$ cat src/rtl/hbr_pkg.sv
`timescale 1ns/1ps
package hbr_pkg;
    typedef enum logic [1:0] {
        GS_IDLE = 2'd0,
        GS_LEAD = 2'd1,
        GS_RUN  = 2'd2,
        GS_TAIL = 2'd3
    } gate_state_t;
endpackage

$ cat src/rtl/hbr_phase_ctr.sv
`timescale 1ns/1ps
module hbr_phase_ctr #(
    parameter int DUTY_W = 6
) (
    input  logic            clk,
    input  logic            rst_n,
    input  logic            run,
    output logic [DUTY_W:0] phase,
    output logic            period_end
);
    localparam int PW = DUTY_W + 1;
    localparam logic [PW-1:0] LAST = '1;

    always_ff @(posedge clk or negedge rst_n) begin
        if (!rst_n) begin
            phase <= '0;
        end else if (!run) begin
            phase <= '0;
        end else begin
            phase <= phase + 1'b1;
        end
    end

    assign period_end = run && (phase == LAST);
endmodule

$ cat src/rtl/hbr_duty_servo.sv
`timescale 1ns/1ps
module hbr_duty_servo #(
    parameter int DUTY_W     = 6,
    parameter int START_DUTY = 32,
    parameter int UP_STEP    = 11,
    parameter int DN_STEP    = 4,
    parameter int MIN_DUTY   = 9,
    parameter int MAX_DUTY   = 64
) (
    input  logic            clk,
    input  logic            rst_n,
    input  logic            load,
    input  logic            period_end,
    input  logic            pk_over,
    input  logic            pk_gross,
    output logic [DUTY_W:0] duty,
    output logic            skip
);
    localparam int CW = DUTY_W + 1;
    localparam int SW = DUTY_W + 2;
    localparam logic [SW-1:0] UPV    = SW'(UP_STEP);
    localparam logic [SW-1:0] MAXW   = SW'(MAX_DUTY);
    localparam logic [CW-1:0] MAXC   = CW'(MAX_DUTY);
    localparam logic [CW-1:0] DNV    = CW'(DN_STEP);
    localparam logic [CW-1:0] MINV   = CW'(MIN_DUTY);
    localparam logic [CW-1:0] FLOORV = CW'(MIN_DUTY + DN_STEP);
    localparam logic [CW-1:0] STARTV = CW'(START_DUTY);

    logic [SW-1:0] raised;
    logic [CW-1:0] up_val;
    logic [CW-1:0] dn_val;
    logic [CW-1:0] duty_nxt;

    always_comb begin
        raised   = {1'b0, duty} + UPV;
        up_val   = (raised >= MAXW) ? MAXC : raised[CW-1:0];
        dn_val   = (duty >= FLOORV) ? (duty - DNV) : MINV;
        duty_nxt = (pk_over || pk_gross) ? dn_val : up_val;
    end

    always_ff @(posedge clk or negedge rst_n) begin
        if (!rst_n) begin
            duty <= STARTV;
            skip <= 1'b0;
        end else if (load) begin
            duty <= STARTV;
            skip <= 1'b0;
        end else if (period_end) begin
            duty <= duty_nxt;
            skip <= pk_gross;
        end
    end
endmodule

$ cat src/rtl/hbr_gate_seq.sv
`timescale 1ns/1ps
module hbr_gate_seq
    import hbr_pkg::*;
#(
    parameter int DUTY_W = 6
) (
    input  logic            clk,
    input  logic            rst_n,
    input  logic            drv_en,
    input  logic            prot_off,
    input  logic [DUTY_W:0] phase,
    input  logic [DUTY_W:0] duty,
    input  logic            skip,
    output gate_state_t     state,
    output logic            hs_on,
    output logic            ls_on
);
    localparam int PW = DUTY_W + 1;
    localparam logic [PW-1:0] LAST = '1;

    gate_state_t state_nxt;
    logic        hs_raw;
    logic        ls_raw;

    always_comb begin
        state_nxt = state;
        unique case (state)
            GS_IDLE: if (drv_en) state_nxt = GS_LEAD;
            GS_LEAD: state_nxt = drv_en ? GS_RUN : GS_IDLE;
            GS_RUN:  if (!drv_en) state_nxt = GS_TAIL;
            GS_TAIL: state_nxt = GS_IDLE;
        endcase
    end

    always_ff @(posedge clk or negedge rst_n) begin
        if (!rst_n) begin
            state <= GS_IDLE;
        end else begin
            state <= state_nxt;
        end
    end

    always_comb begin
        hs_raw = 1'b0;
        ls_raw = 1'b0;
        unique case (state)
            GS_IDLE: ls_raw = 1'b1;
            GS_LEAD: ls_raw = 1'b0;
            GS_TAIL: ls_raw = 1'b0;
            GS_RUN: begin
                if (skip) begin
                    ls_raw = (phase != LAST);
                end else begin
                    hs_raw = (phase < duty);
                    ls_raw = (phase > duty) && (phase != LAST);
                end
            end
        endcase
        hs_on = hs_raw && !prot_off;
        ls_on = ls_raw && !prot_off;
    end
endmodule

$ cat src/rtl/hb_duty_regulator.sv
`timescale 1ns/1ps
module hb_duty_regulator
    import hbr_pkg::*;
#(
    parameter int DUTY_W     = 6,
    parameter int START_DUTY = 32,
    parameter int UP_STEP    = 11,
    parameter int DN_STEP    = 4,
    parameter int MIN_DUTY   = 9,
    parameter int MAX_DUTY   = 64
) (
    input  logic clk,
    input  logic rst_n,
    input  logic drv_en,
    input  logic pk_over,
    input  logic pk_gross,
    input  logic prot_off,
    output logic hs_on,
    output logic ls_on
);
    gate_state_t     state;
    logic [DUTY_W:0] phase;
    logic [DUTY_W:0] duty_code;
    logic            period_end;
    logic            skip;

    hbr_phase_ctr #(.DUTY_W(DUTY_W)) u_phase (
        .clk        (clk),
        .rst_n      (rst_n),
        .run        (state == GS_RUN),
        .phase      (phase),
        .period_end (period_end)
    );

    hbr_duty_servo #(
        .DUTY_W     (DUTY_W),
        .START_DUTY (START_DUTY),
        .UP_STEP    (UP_STEP),
        .DN_STEP    (DN_STEP),
        .MIN_DUTY   (MIN_DUTY),
        .MAX_DUTY   (MAX_DUTY)
    ) u_servo (
        .clk        (clk),
        .rst_n      (rst_n),
        .load       (state == GS_LEAD),
        .period_end (period_end),
        .pk_over    (pk_over),
        .pk_gross   (pk_gross),
        .duty       (duty_code),
        .skip       (skip)
    );

    hbr_gate_seq #(.DUTY_W(DUTY_W)) u_seq (
        .clk      (clk),
        .rst_n    (rst_n),
        .drv_en   (drv_en),
        .prot_off (prot_off),
        .phase    (phase),
        .duty     (duty_code),
        .skip     (skip),
        .state    (state),
        .hs_on    (hs_on),
        .ls_on    (ls_on)
    );
endmodule

$ cat config.mk
export PLATFORM = sky130hd
export DESIGN_NAME = hb_duty_regulator
export DESIGN_NICKNAME = d
export VERILOG_FILES = /design/src/rtl/hbr_pkg.sv /design/src/rtl/hbr_phase_ctr.sv /design/src/rtl/hbr_duty_servo.sv /design/src/rtl/hbr_gate_seq.sv /design/src/rtl/hb_duty_regulator.sv
export SDC_FILE = /design/constraint.sdc
export NUM_CORES = 1
export LEC_CHECK = 0
export ABC_CLOCK_PERIOD_IN_PS = 3320
export BUFFER_PORTS_ARGS = -buffer_cell sky130_fd_sc_hd__buf_2
export CAP_MARGIN = 30
export CORE_UTILIZATION = 35
export DETAILED_ROUTE_END_ITERATION = 7
export GPL_TIMING_DRIVEN = 0
export HOLD_SLACK_MARGIN = 0.03
export PLACE_DENSITY = 0.62
export SETUP_SLACK_MARGIN = 0.15
export SKIP_CTS_REPAIR_TIMING = 1
export SYNTH_ARGS = -nofsm -noshare
export SYNTH_HDL_FRONTEND = slang
export SYNTH_SLANG_ARGS = --single-unit
$ cat constraint.sdc
create_clock -name clk -period 3.32 [get_ports clk]
set_input_delay 0.332 -clock clk [delete_from_list [all_inputs] [get_ports clk]]
set_output_delay 0.332 -clock clk [all_outputs]
set_load 0.03 [all_outputs]
==> results of run 1 <==
## power groups by stage
stage	Clock, mW	Combinational (mW)	Sequential (mW)
floorplan	0	0.0981	0.249
global placement	0	0.130	0.254
detailed placement	0	0.136	0.255
CTS	0.165	0.137	0.251
global route	0.172	0.153	0.255
finish	0.162	0.135	0.251
## synth_stat cells, types with 2 or more instances
cell type,count,area [um2]
o22ai_1,2,12.51
o31ai_1,2,15.01
xor2_1,3,26.28
nor3_1,2,10.01
ha_1,13,162.7
xnor2_1,2,17.52
dfrtp_1,16,400.4
and4_4,2,22.52
nand3_1,6,30.03
a21o_1,2,15.01
nand2b_1,3,18.77
and2_1,2,12.51
and4_1,2,17.52
o211ai_1,2,15.01
o21ai_0,6,30.03
nor2b_1,4,25.02
nor2_1,8,30.03
a21oi_1,5,25.02
nand2_1,17,63.81
and3_1,3,18.77
inv_1,9,33.78
## stage by stage
| step | utilization [%] | hold slack [ns] | cell area, um2 | setup slack, ns |
|---|---|---|---|---|
| after floorplan | - | 0.03641 | 1311 | 0.5846 |
| after global placement | 40.48 | 0.2697 | 1404 | 0.9599 |
| after detailed placement | 40.48 | 0.2764 | 1404 | 0.8784 |
| after CTS | 41.81 | -0.006905 | 1450 | 0.5823 |
| after global routing | 42.10 | 0.3149 | 1460 | 0.4646 |
| final | 42.10 | 0.3032 | 1460 | 0.6100 |
## area by class of cell
cell class                 instances  share of cell area, %
sequential                        17                  29.22
timing repair buffer               8                  3.085
clock buffer                       3                  2.828
inverter                           9                  2.314
clock inverter                     1                 0.3428
multi-input combinational        113                  57.16
tap                               46                  3.942
buffer                             3                  1.114
## metal layers
metal	GRT usage (%)	vias to the layer above	share of wire (%)
met2	29.30	17	49
met1	19.39	546	46
met3	1.630	5	2.5
met4	7.670	0	2.3
met5	0	-	0
li1	-	546	-
## layout by cell type, fill, tap and decap left out, types with 2 or more instances in the layout
master	netlist	final
nand3_1	6	6
o22ai_1	2	2
inv_1	9	9
nand2_1	17	17
clkbuf_8	0	3
and4_1	2	2
dfrtp_1	16	16
buf_2	1	8
o31ai_1	2	2
and3_1	3	3
nand2b_1	3	3
and2_1	2	2
xnor2_1	2	2
a21o_1	2	2
a21oi_1	5	5
xor2_1	3	3
nor3_1	2	2
nor2b_1	4	4
and4_4	2	2
ha_1	13	13
o21ai_0	6	6
o211ai_1	2	2
nor2_1	8	8
## state kept, by name (all words and copies together) (netlist names), named ones only
| signal | flops |
|---|---|
| u_servo.duty | 7 |
| u_phase.phase | 7 |
| u_seq.state | 1 |
| u_servo.skip | 1 |
## worst paths after layout
kind	end	cells after the start
min reg2reg	u_phase.phase[0]	1
min	register	3
max reg2reg	u_servo.duty[3]	8
min in group asynchronous	u_servo.duty[1]	2
max	hs_on	7
max in group asynchronous	u_servo.duty[5]	2
## cell families (layout without fill, tap and decap cells)
family | count (synthesis) | in the layout | synth area share [%]
buffers and inverters | 12 | 24 | 3.816
DFF | 17 | 17 | 32.54
xor gates and xnor gates | 5 | 5 | 3.340
and+or+nand+nor | 56 | 56 | 23.00
adders and majority gates | 13 | 13 | 12.40
AOI/OAI and AO/OA | 38 | 38 | 23.86
muxes | 1 | 1 | 1.049
## worst reg2reg max path: cells and delay by family (launching register included)
family	cells	cell delay, ns
buf+inv	2	0.33
mux	1	0.41
compound gates	3	0.48
simple gates	1	0.27
flops	1	0.41
fa+ha+maj	1	0.16
==> impl_results.md, run 1 <==
* Post-Layout Cell Count at 200
* Sw Share at 34.46%
* Crit-path slowest cell: dfstp_2
* Flop and latch count out of synthesis at 17
* Register area at 426.7 um2
* Crit-path cells: inv_1 -> ha_1 -> a21o_1 -> a221oi_1 -> o21ai_0 -> nor4_1 -> buf_2
* Syn Inst Count at 142
* R2r startpoint: u_servo.duty[3]
* Switching Power at 189.0 uW
* Tot Pwr at 548.4 uW
* Maximum clock path buffer count at 2
* Drt first pass iters at 4
* Combinational power share at 24.7%
* Final hold violations at 0
* Synth Net Count at 161
* Remaining DRCs at 0
* CP required at 2.99 ns
* Fraction of registers with async set/reset at 100.0%
* Layout cells sized above 1 at 16.88%
* Die height at 63.21 um
* H-tree depth at 1
* Seq/Total Area, Yosys at 32.54%
* Critical Path Fanout Max at 7
* DRT Wirelength at 2830 um
* Initial Utilization at 37.81%
* TritonCTS clock tree: built
* Initial antenna violation count at 0
* Setup Crit Path Kind: register to output pin
* Internal at 359.4 uW
* RePlAce Congestion at 0.8294
* # nets final at 174
* Pins Over Slew Limit at 0
* CP bufs+invs at 2
* Drt wl/cell at 14.15 um
* DIE WIDTH at 63.21 um
* Worst-Skew Late Latency at 0.26 ns
* Maxcap violations at 0
* Drt via density at 5.570
* Post-route clock period utilization at 81.63%
* Final setup fails at 0
* Max stage delay on crit path at 0.63 ns
* Routed via count at 1114
* Post-DP HPWL at 2184 um
* First-pass GRT wire length at 5119 um
* Multi-input gate area at 834.6 um2
* Number of top-level pins at 8
* Largest net degree at the start of global routing at 18
* GRT Total Usage at 16.35%
* RSZ-0062 raised after global routing: no
* Vias in the first global route at 1148
* Tmin final at 2.710 ns
* Total gr overflow at 0
* Mapped Area at 1311 um2
* Worst EP arrival at 2.38 ns
* Status: completed
* Core area at 3468 um2
* Placement Rows at 21
* IO Port Bufs at 7
* CTS Sinks at 17
* Fill cells at 367
* Post-synthesis cell type count at 52
* Placed Cells incl. Taps at 195
* Worst relative slew slack at 68.75%
* Ant. Diodes at 0
* Max Fclk at 369.0 MHz
* HP Class: primary input to register
* DRT iter0 DRCs at 41
* CP top delay family: flip-flops
* Crit end category: output pin
* Synth-to-Final Area Change at 11.35%
* Flop pwr share at 45.8%
* Syn avg cell area at 9.234 um2
* CTS buffer count at 3
* Worst min-delay path startpoint: drv_en
* Ys Warns at 0
* Clk_skew at 0.001768 ns
* Worst setup SP type: register
* Worst-Margin Slew at 0.4679 ns
* Maximum vdd drop at 0.2683 mV
* R2r setup slk at 1.15 ns
* Post-route ant nets at 0
* TNS Setup at 0 ns
* Clock network power share at 29.5%
* Crit path launch: u_servo.duty[5]
* Die Area at 3996 um2
* LEAKAGE at 0.6268 nW
* Clk root buf: clkbuf_8
* Worst-path clk slew at 0.07 ns
* Ys flop type: dfrtp_1
* Number of flops mapped to enable cells by yosys at 0
* PD cells at 375.6 nW/um2
No activity file was read; power rests on OpenSTA's default activity.
==> run 2, diff against run 1 <==
--- a/config.mk
+++ b/config.mk
@@ -5,14 +5,14 @@
 export SDC_FILE = /design/constraint.sdc
 export NUM_CORES = 1
 export LEC_CHECK = 0
-export ABC_CLOCK_PERIOD_IN_PS = 3320
+export ABC_CLOCK_PERIOD_IN_PS = 2400
 export BUFFER_PORTS_ARGS = -buffer_cell sky130_fd_sc_hd__buf_2
 export CAP_MARGIN = 30
 export CORE_UTILIZATION = 35
 export DETAILED_ROUTE_END_ITERATION = 7
 export GPL_TIMING_DRIVEN = 0
 export HOLD_SLACK_MARGIN = 0.03
-export PLACE_DENSITY = 0.62
+export PLACE_DENSITY = 0.64
 export SETUP_SLACK_MARGIN = 0.15
 export SKIP_CTS_REPAIR_TIMING = 1
 export SYNTH_ARGS = -nofsm -noshare
==> constraint.sdc (replaced) <==
create_clock -name clk -period 2.4 [get_ports clk]
set_input_delay 0.24 -clock clk [delete_from_list [all_inputs] [get_ports clk]]
set_output_delay 0.24 -clock clk [all_outputs]
set_load 0.03 [all_outputs]
==> impl_results.md, run 2 (synthesized netlist as in run 1, its figures left out) <==
* Tmin final at 2.344 ns
* DRT iter0 DRCs at 32 (was 41)
* Post-DP HPWL at 2204 um (was 2184 um)
* Setup Crit Path Kind: register to output pin (unchanged)
* Drt wl/cell at 15.25 um (was 14.15 um)
* Tot Pwr at 774.3 uW (was 548.4 uW)
* Clk_skew at 0.0008636 ns (was 0.001768 ns)
* DIE WIDTH at 63.21 um (unchanged)
* CTS buffer count at 3 (unchanged)
* Initial Utilization at 37.81% (unchanged)
* GRT Total Usage at 17.18% (was 16.35%)
* R2r setup slk at 0.29 ns (was 1.15 ns)
* DRT Wirelength at 3126 um (was 2830 um)
* Total gr overflow at 0 (unchanged)
* Fill cells at 343 (was 367)
* Worst-path clk slew at 0.07 ns (about the same)
* Final instance area at 1562 um2 (was 1460 um2)
* Final hold violations at 0 (unchanged)
* Maxcap violations at 0 (unchanged)
* Maximum clock path buffer count at 2 (unchanged)
* Number of top-level pins at 8 (unchanged)
* Core area at 3468 um2 (unchanged)
* Crit-path slowest cell: dfstp_2 (unchanged)
* R2r startpoint: u_servo.duty[3] (unchanged)
* LEAKAGE at 0.6472 nW (was 0.6268 nW)
* Crit-path cells: inv_2 -> ha_4 -> a21o_1 -> a221oi_2 -> o21ai_2 -> nor4_4 -> buf_4 (was inv_1 -> ha_1 -> a21o_1 -> a221oi_1 -> o21ai_0 -> nor4_1 -> buf_2)
* Cell Area, Placed at 1419 um2 (was 1404 um2)
* Initial antenna violation count at 0 (unchanged)
* Post-Layout Cell Count at 205 (was 200)
* H-tree depth at 1 (unchanged)
* TNS Setup at 0 ns (unchanged)
* Max Fclk at 426.6 MHz
* RSZ-0062 raised after global routing: yes (was no)
* Commonest cells after routing, fill and taps aside: 17 x nand2_1, 14 x dfrtp_1, 12 x ha_1 (was 17 x nand2_1, 16 x dfrtp_1, 13 x ha_1)
* Status: completed (unchanged)
* Post-layout util at 45.02% (was 42.10%)
* CTS Sinks at 17 (unchanged)
* Largest net degree at the start of global routing at 18 (unchanged)
* Worst min-delay path startpoint: drv_en (unchanged)
* Crit path launch: u_servo.duty[5] (unchanged)
* HP Class: primary input to register (unchanged)
* Routed via count at 1176 (was 1114)
* Max stage delay on crit path at 0.61 ns (was 0.63 ns)
* RePlAce Congestion at 0.8712 (was 0.8294)
* Clk root buf: clkbuf_8 (unchanged)
* Vias in the first global route at 1172 (was 1148)
* Placement Rows at 21 (unchanged)
* Remaining DRCs at 0 (unchanged)
* Worst setup SP type: register (unchanged)
* PD cells at 495.9 nW/um2 (was 375.6 nW/um2)
* Placed Cells incl. Taps at 195 (unchanged)
* Worst-Margin Slew at 0.4939 ns (was 0.4679 ns)
* IO Port Bufs at 7 (unchanged)
* Drt via density at 5.737 (was 5.570)
* Final WS setup at 0.05581 ns (was 0.6100 ns)
* Pre-CTS setup slack at 0.02121 ns (was 0.8784 ns)
* Biggest regs: u_phase.phase: 7 flops, u_servo.duty: 7 flops (unchanged)
* Worst-Skew Late Latency at 0.26 ns (about the same)
* Pins Over Slew Limit at 0 (unchanged)
* Final setup fails at 0 (unchanged)
* Critical Path Fanout Max at 7 (unchanged)
* Synth-to-Final Area Change at 19.08% (was 11.35%)
* TritonCTS clock tree: built (unchanged)
* Register area at 429.2 um2 (was 426.7 um2)
* Crit end category: output pin (unchanged)
* Ant. Diodes at 0 (unchanged)
* First-pass GRT wire length at 5444 um (was 5119 um)
* Post-route clock period utilization at 97.67%
* Die Area at 3996 um2 (unchanged)
* Maximum vdd drop at 0.4772 mV (was 0.2683 mV)
* Drt first pass iters at 4 (unchanged)
* Most common library cell in the layout ignoring fill and taps: nand2_1 (unchanged)
* Worst relative slew slack at 67.01% (was 68.75%)
* Worst EP arrival at 2.10 ns (was 2.38 ns)
* # nets final at 179 (was 174)
* Post-route ant nets at 0 (unchanged)
* Fin Hold WS at 0.2074 ns (was 0.3032 ns)
* Die height at 63.21 um (unchanged)
* Multi-input gate area at 888.4 um2 (was 834.6 um2)
* Layout cells sized above 1 at 25.16% (was 16.88%)
* CP required at 2.16 ns (was 2.99 ns)
==> run 2: worst paths after layout <==
check,cells past startpoint,endpoint
worst min register to register,1,u_phase.phase[0]
worst max register to register,8,u_servo.duty[2]
min in group asynchronous,2,u_seq.state[0]
worst min-delay path,3,register
max in group asynchronous,2,u_servo.duty[5]
worst max-delay path,7,hs_on
==> run 2: power by group <==
| group | switching [mW] | total [mW] | internal [mW] |
|---|---|---|---|
| Sequential | 0.0343 | 0.347 | 0.312 |
| Clock | 0.108 | 0.223 | 0.115 |
| Combinational | 0.126 | 0.204 | 0.0781 |
==> run 2: worst max-delay path: cells and delay by family (launching register included) <==
kind	cells	cell delay, ns
AOI/OAI and AO/OA	3	0.58
adders and majority gates	1	0.21
buffers and inverters	2	0.29
DFF	1	0.61
and+or+nand+nor	1	0.16
==> run 2: area by class of cell <==
class,count,share of cell area (%)
Multi-Input combinational cell,113,56.89
Sequential cell,17,27.48
Timing Repair Buffer,13,5.609
Tap cell,46,3.686
Clock buffer,3,2.644
Inverter,9,2.163
Buffer,3,1.202
Clock inverter,1,0.3205
==> run 2: layer usage <==
layer	share of wire [%]	vias up	GRT usage, %
li1	-	556	-
met1	44	585	21.81
met2	51	28	29.70
met3	3.6	7	1.993
met4	1.8	0	6.250
met5	0	-	0
==> run 3, diff against run 2 <==
--- a/config.mk
+++ b/config.mk
@@ -7,7 +7,7 @@
 export LEC_CHECK = 0
 export ABC_CLOCK_PERIOD_IN_PS = 2400
 export BUFFER_PORTS_ARGS = -buffer_cell sky130_fd_sc_hd__buf_2
-export CAP_MARGIN = 30
+export CORE_MARGIN = 5
 export CORE_UTILIZATION = 35
 export DETAILED_ROUTE_END_ITERATION = 7
 export GPL_TIMING_DRIVEN = 0
==> impl_results.md, run 3 (synthesized netlist as in run 1, its figures left out) <==
* First-pass GRT wire length at 5230 um (was 5444 um)
* Synth-to-Final Area Change at 20.32% (was 19.08%)
* Clk root buf: clkbuf_8 (unchanged)
* Max Fclk at 419.6 MHz (was 426.6 MHz)
* Final hold violations at 0 (unchanged)
* Maximum clock path buffer count at 2 (unchanged)
* Setup Crit Path Kind: register to output pin (unchanged)
* Routed via count at 1168 (was 1176)
* Worst-path clk slew at 0.07 ns (about the same)
* Clk_skew at 0.004645 ns (was 0.0008636 ns)
* Core area at 3633 um2 (was 3468 um2)
* DRT iter0 DRCs at 36 (was 32)
* Clock network power share at 28.7% (was 28.8%)
* LEAKAGE at 0.6585 nW (was 0.6472 nW)
* Worst setup SP type: register (unchanged)
* Initial antenna violation count at 0 (unchanged)
* Commonest cells after routing, fill and taps aside: 17 x nand2_1, 14 x dfrtp_1, 12 x ha_1 (unchanged)
* Post-route clock period utilization at 99.30% (was 97.67%)
* Switching Power at 268.4 uW (about the same)
* Largest net degree at the start of global routing at 18 (unchanged)
* DIE WIDTH at 71.21 um (was 63.21 um)
* Remaining DRCs at 0 (unchanged)
* Crit end category: output pin (unchanged)
* Most common library cell in the layout ignoring fill and taps: nand2_1 (unchanged)
* Critical Path Fanout Max at 6 (was 7)
* Worst relative slew slack at 67.03% (was 67.01%)
* Placement Rows at 22 (was 21)
* DR WL met2 at 1689 um (was 1587 um)
* Final setup fails at 0 (unchanged)
* Drt wl/cell at 15.45 um (was 15.25 um)
* Ant. Diodes at 0 (unchanged)
* Worst-Margin Slew at 0.4935 ns (was 0.4939 ns)
* Die Area at 5071 um2 (was 3996 um2)
* Maxcap violations at 0 (unchanged)
* Worst EP arrival at 2.14 ns (was 2.10 ns)
* CP top delay family: compound AO/OA/AOI/OAI gates (was flip-flops)
* Pins Over Slew Limit at 0 (unchanged)
* Post-DP HPWL at 2270 um (was 2204 um)
* Biggest regs: u_phase.phase: 7 flops, u_servo.duty: 7 flops (unchanged)
* Met1 wire length at 1357 um (was 1370 um)
* Layout cells sized above 1 at 25.47% (was 25.16%)
* IO Port Bufs at 7 (unchanged)
* HP Class: primary input to register (unchanged)
* GRT Total Usage at 12.86% (was 17.18%)
* Flop pwr share at 44.6% (was 44.8%)
* Maximum vdd drop at 0.3086 mV (was 0.4772 mV)
* CTS buffer count at 3 (unchanged)
* Status: completed (unchanged)
* Routed met3 length at 109 um (was 111 um)
* RSZ-0062 raised after global routing: yes (unchanged)
* Max stage delay on crit path at 0.60 ns (was 0.61 ns)
* Post-Layout Cell Count at 209 (was 205)
* Initial Utilization at 36.09% (was 37.81%)
* RePlAce Congestion at 0.8585 (was 0.8712)
* CP bufs+invs at 2 (unchanged)
* Drt via density at 5.589 (was 5.737)
* Post-route ant nets at 0 (unchanged)
* Die height at 71.21 um (was 63.21 um)
* H-tree depth at 1 (unchanged)
* DRT Wirelength at 3230 um (was 3126 um)
* Tmin final at 2.383 ns (was 2.344 ns)
* Vias in the first global route at 1140 (was 1172)
* Max Used Layer: met4 (unchanged)
* Number of top-level pins at 8 (unchanged)
* Crit-path cells: inv_2 -> ha_4 -> a21o_1 -> a221oi_2 -> o21ai_2 -> nor4_4 -> buf_4 (unchanged)
* Drt first pass iters at 4 (unchanged)
* Internal at 510.0 uW (was 505.9 uW)
* Total gr overflow at 0 (unchanged)
* # nets final at 181 (was 179)
* Final instance area at 1578 um2 (was 1562 um2)
* PD cells at 493.4 nW/um2 (was 495.9 nW/um2)
* CP required at 2.16 ns (about the same)
* Crit-path slowest cell: dfstp_2 (unchanged)
* Placed Cells incl. Taps at 197 (was 195)
* CTS Sinks at 17 (unchanged)
* Cell Area, Placed at 1421 um2 (was 1419 um2)
* Combinational power share at 26.6% (was 26.4%)
* TritonCTS clock tree: built (unchanged)
* Sw Share at 34.48% (was 34.66%)
* Worst-Skew Late Latency at 0.26 ns (about the same)
[run 3: cell types whose count changed in the layout (fill, tap and decap cells not counted), sizes merged]
cell	change
clkbuf	-1
buf	+3
[run 3: layout make-up]
cell class / instances / area, um2
Multi-Input combinational cell: 113 / 885.9
Timing Repair Buffer: 15 / 106.4
Inverter: 9 / 33.78
Tap cell: 48 / 60.06
Buffer: 3 / 16.27
Clock buffer: 3 / 41.29
Clock inverter: 1 / 5.005
Fill cell: 372 / 2056
Sequential cell: 17 / 429.2
[run 3: tightest hold or removal path, delay by kind of cell]
kind,cells,cell delay (ns)
buffers and inverters,1,0.09
AND/OR/NAND/NOR,2,0.09
[run 3: worst paths after layout]
check | startpoint | to | slack [ns] | depth (start not counted)
worst max-delay path | u_servo.duty[5] | hs_on | 0.02 | 7
worst min-delay path | drv_en | register | 0.20 | 3
worst max register to register | u_servo.duty[3] | u_servo.duty[2] | 0.26 | 8
worst min register to register | u_phase.phase[0] | u_phase.phase[0] | 0.49 | 1
max in group asynchronous | rst_n | u_servo.duty[5] | 1.65 | 2
min in group asynchronous | rst_n | u_phase.phase[1] | 0.43 | 2
[run 3: metal layers]
| layer | track usage, % | vias to the layer above |
|---|---|---|
| li1 | - | 562 |
| met1 | 16.32 | 574 |
| met2 | 21.12 | 26 |
| met3 | 2.104 | 6 |
| met4 | 6.263 | 0 |
| met5 | 0 | - |
[run 3: stage by stage]
step / util, % / hold slack [ns] / total power [mW] / setup WS (ns) / TNS (ns)
4_1_cts: 40.39 / -0.09448 / 0.7770 / -0.2687 / -0.5183
3_3_place_gp: 39.12 / 0.1844 / 0.5414 / 0.08191 / 0
3_5_place_dp: 39.12 / 0.1945 / 0.5493 / 0.02917 / 0
6_report: 43.42 / 0.2001 / 0.7784 / 0.01687 / 0
2_1_floorplan: - / -0.05559 / 0.4870 / 0.2315 / 0
5_1_grt: 43.42 / 0.2177 / 0.8280 / -0.07715 / -0.1393
[run 3: power groups by stage]
stage               sequential, mW  combinational (mW)  clock (mW)
floorplan                    0.344               0.143           0
global placement             0.352               0.190           0
detailed placement           0.354               0.195           0
CTS                          0.348               0.196       0.233
global route                 0.355               0.232       0.241
finish                       0.348               0.207       0.224
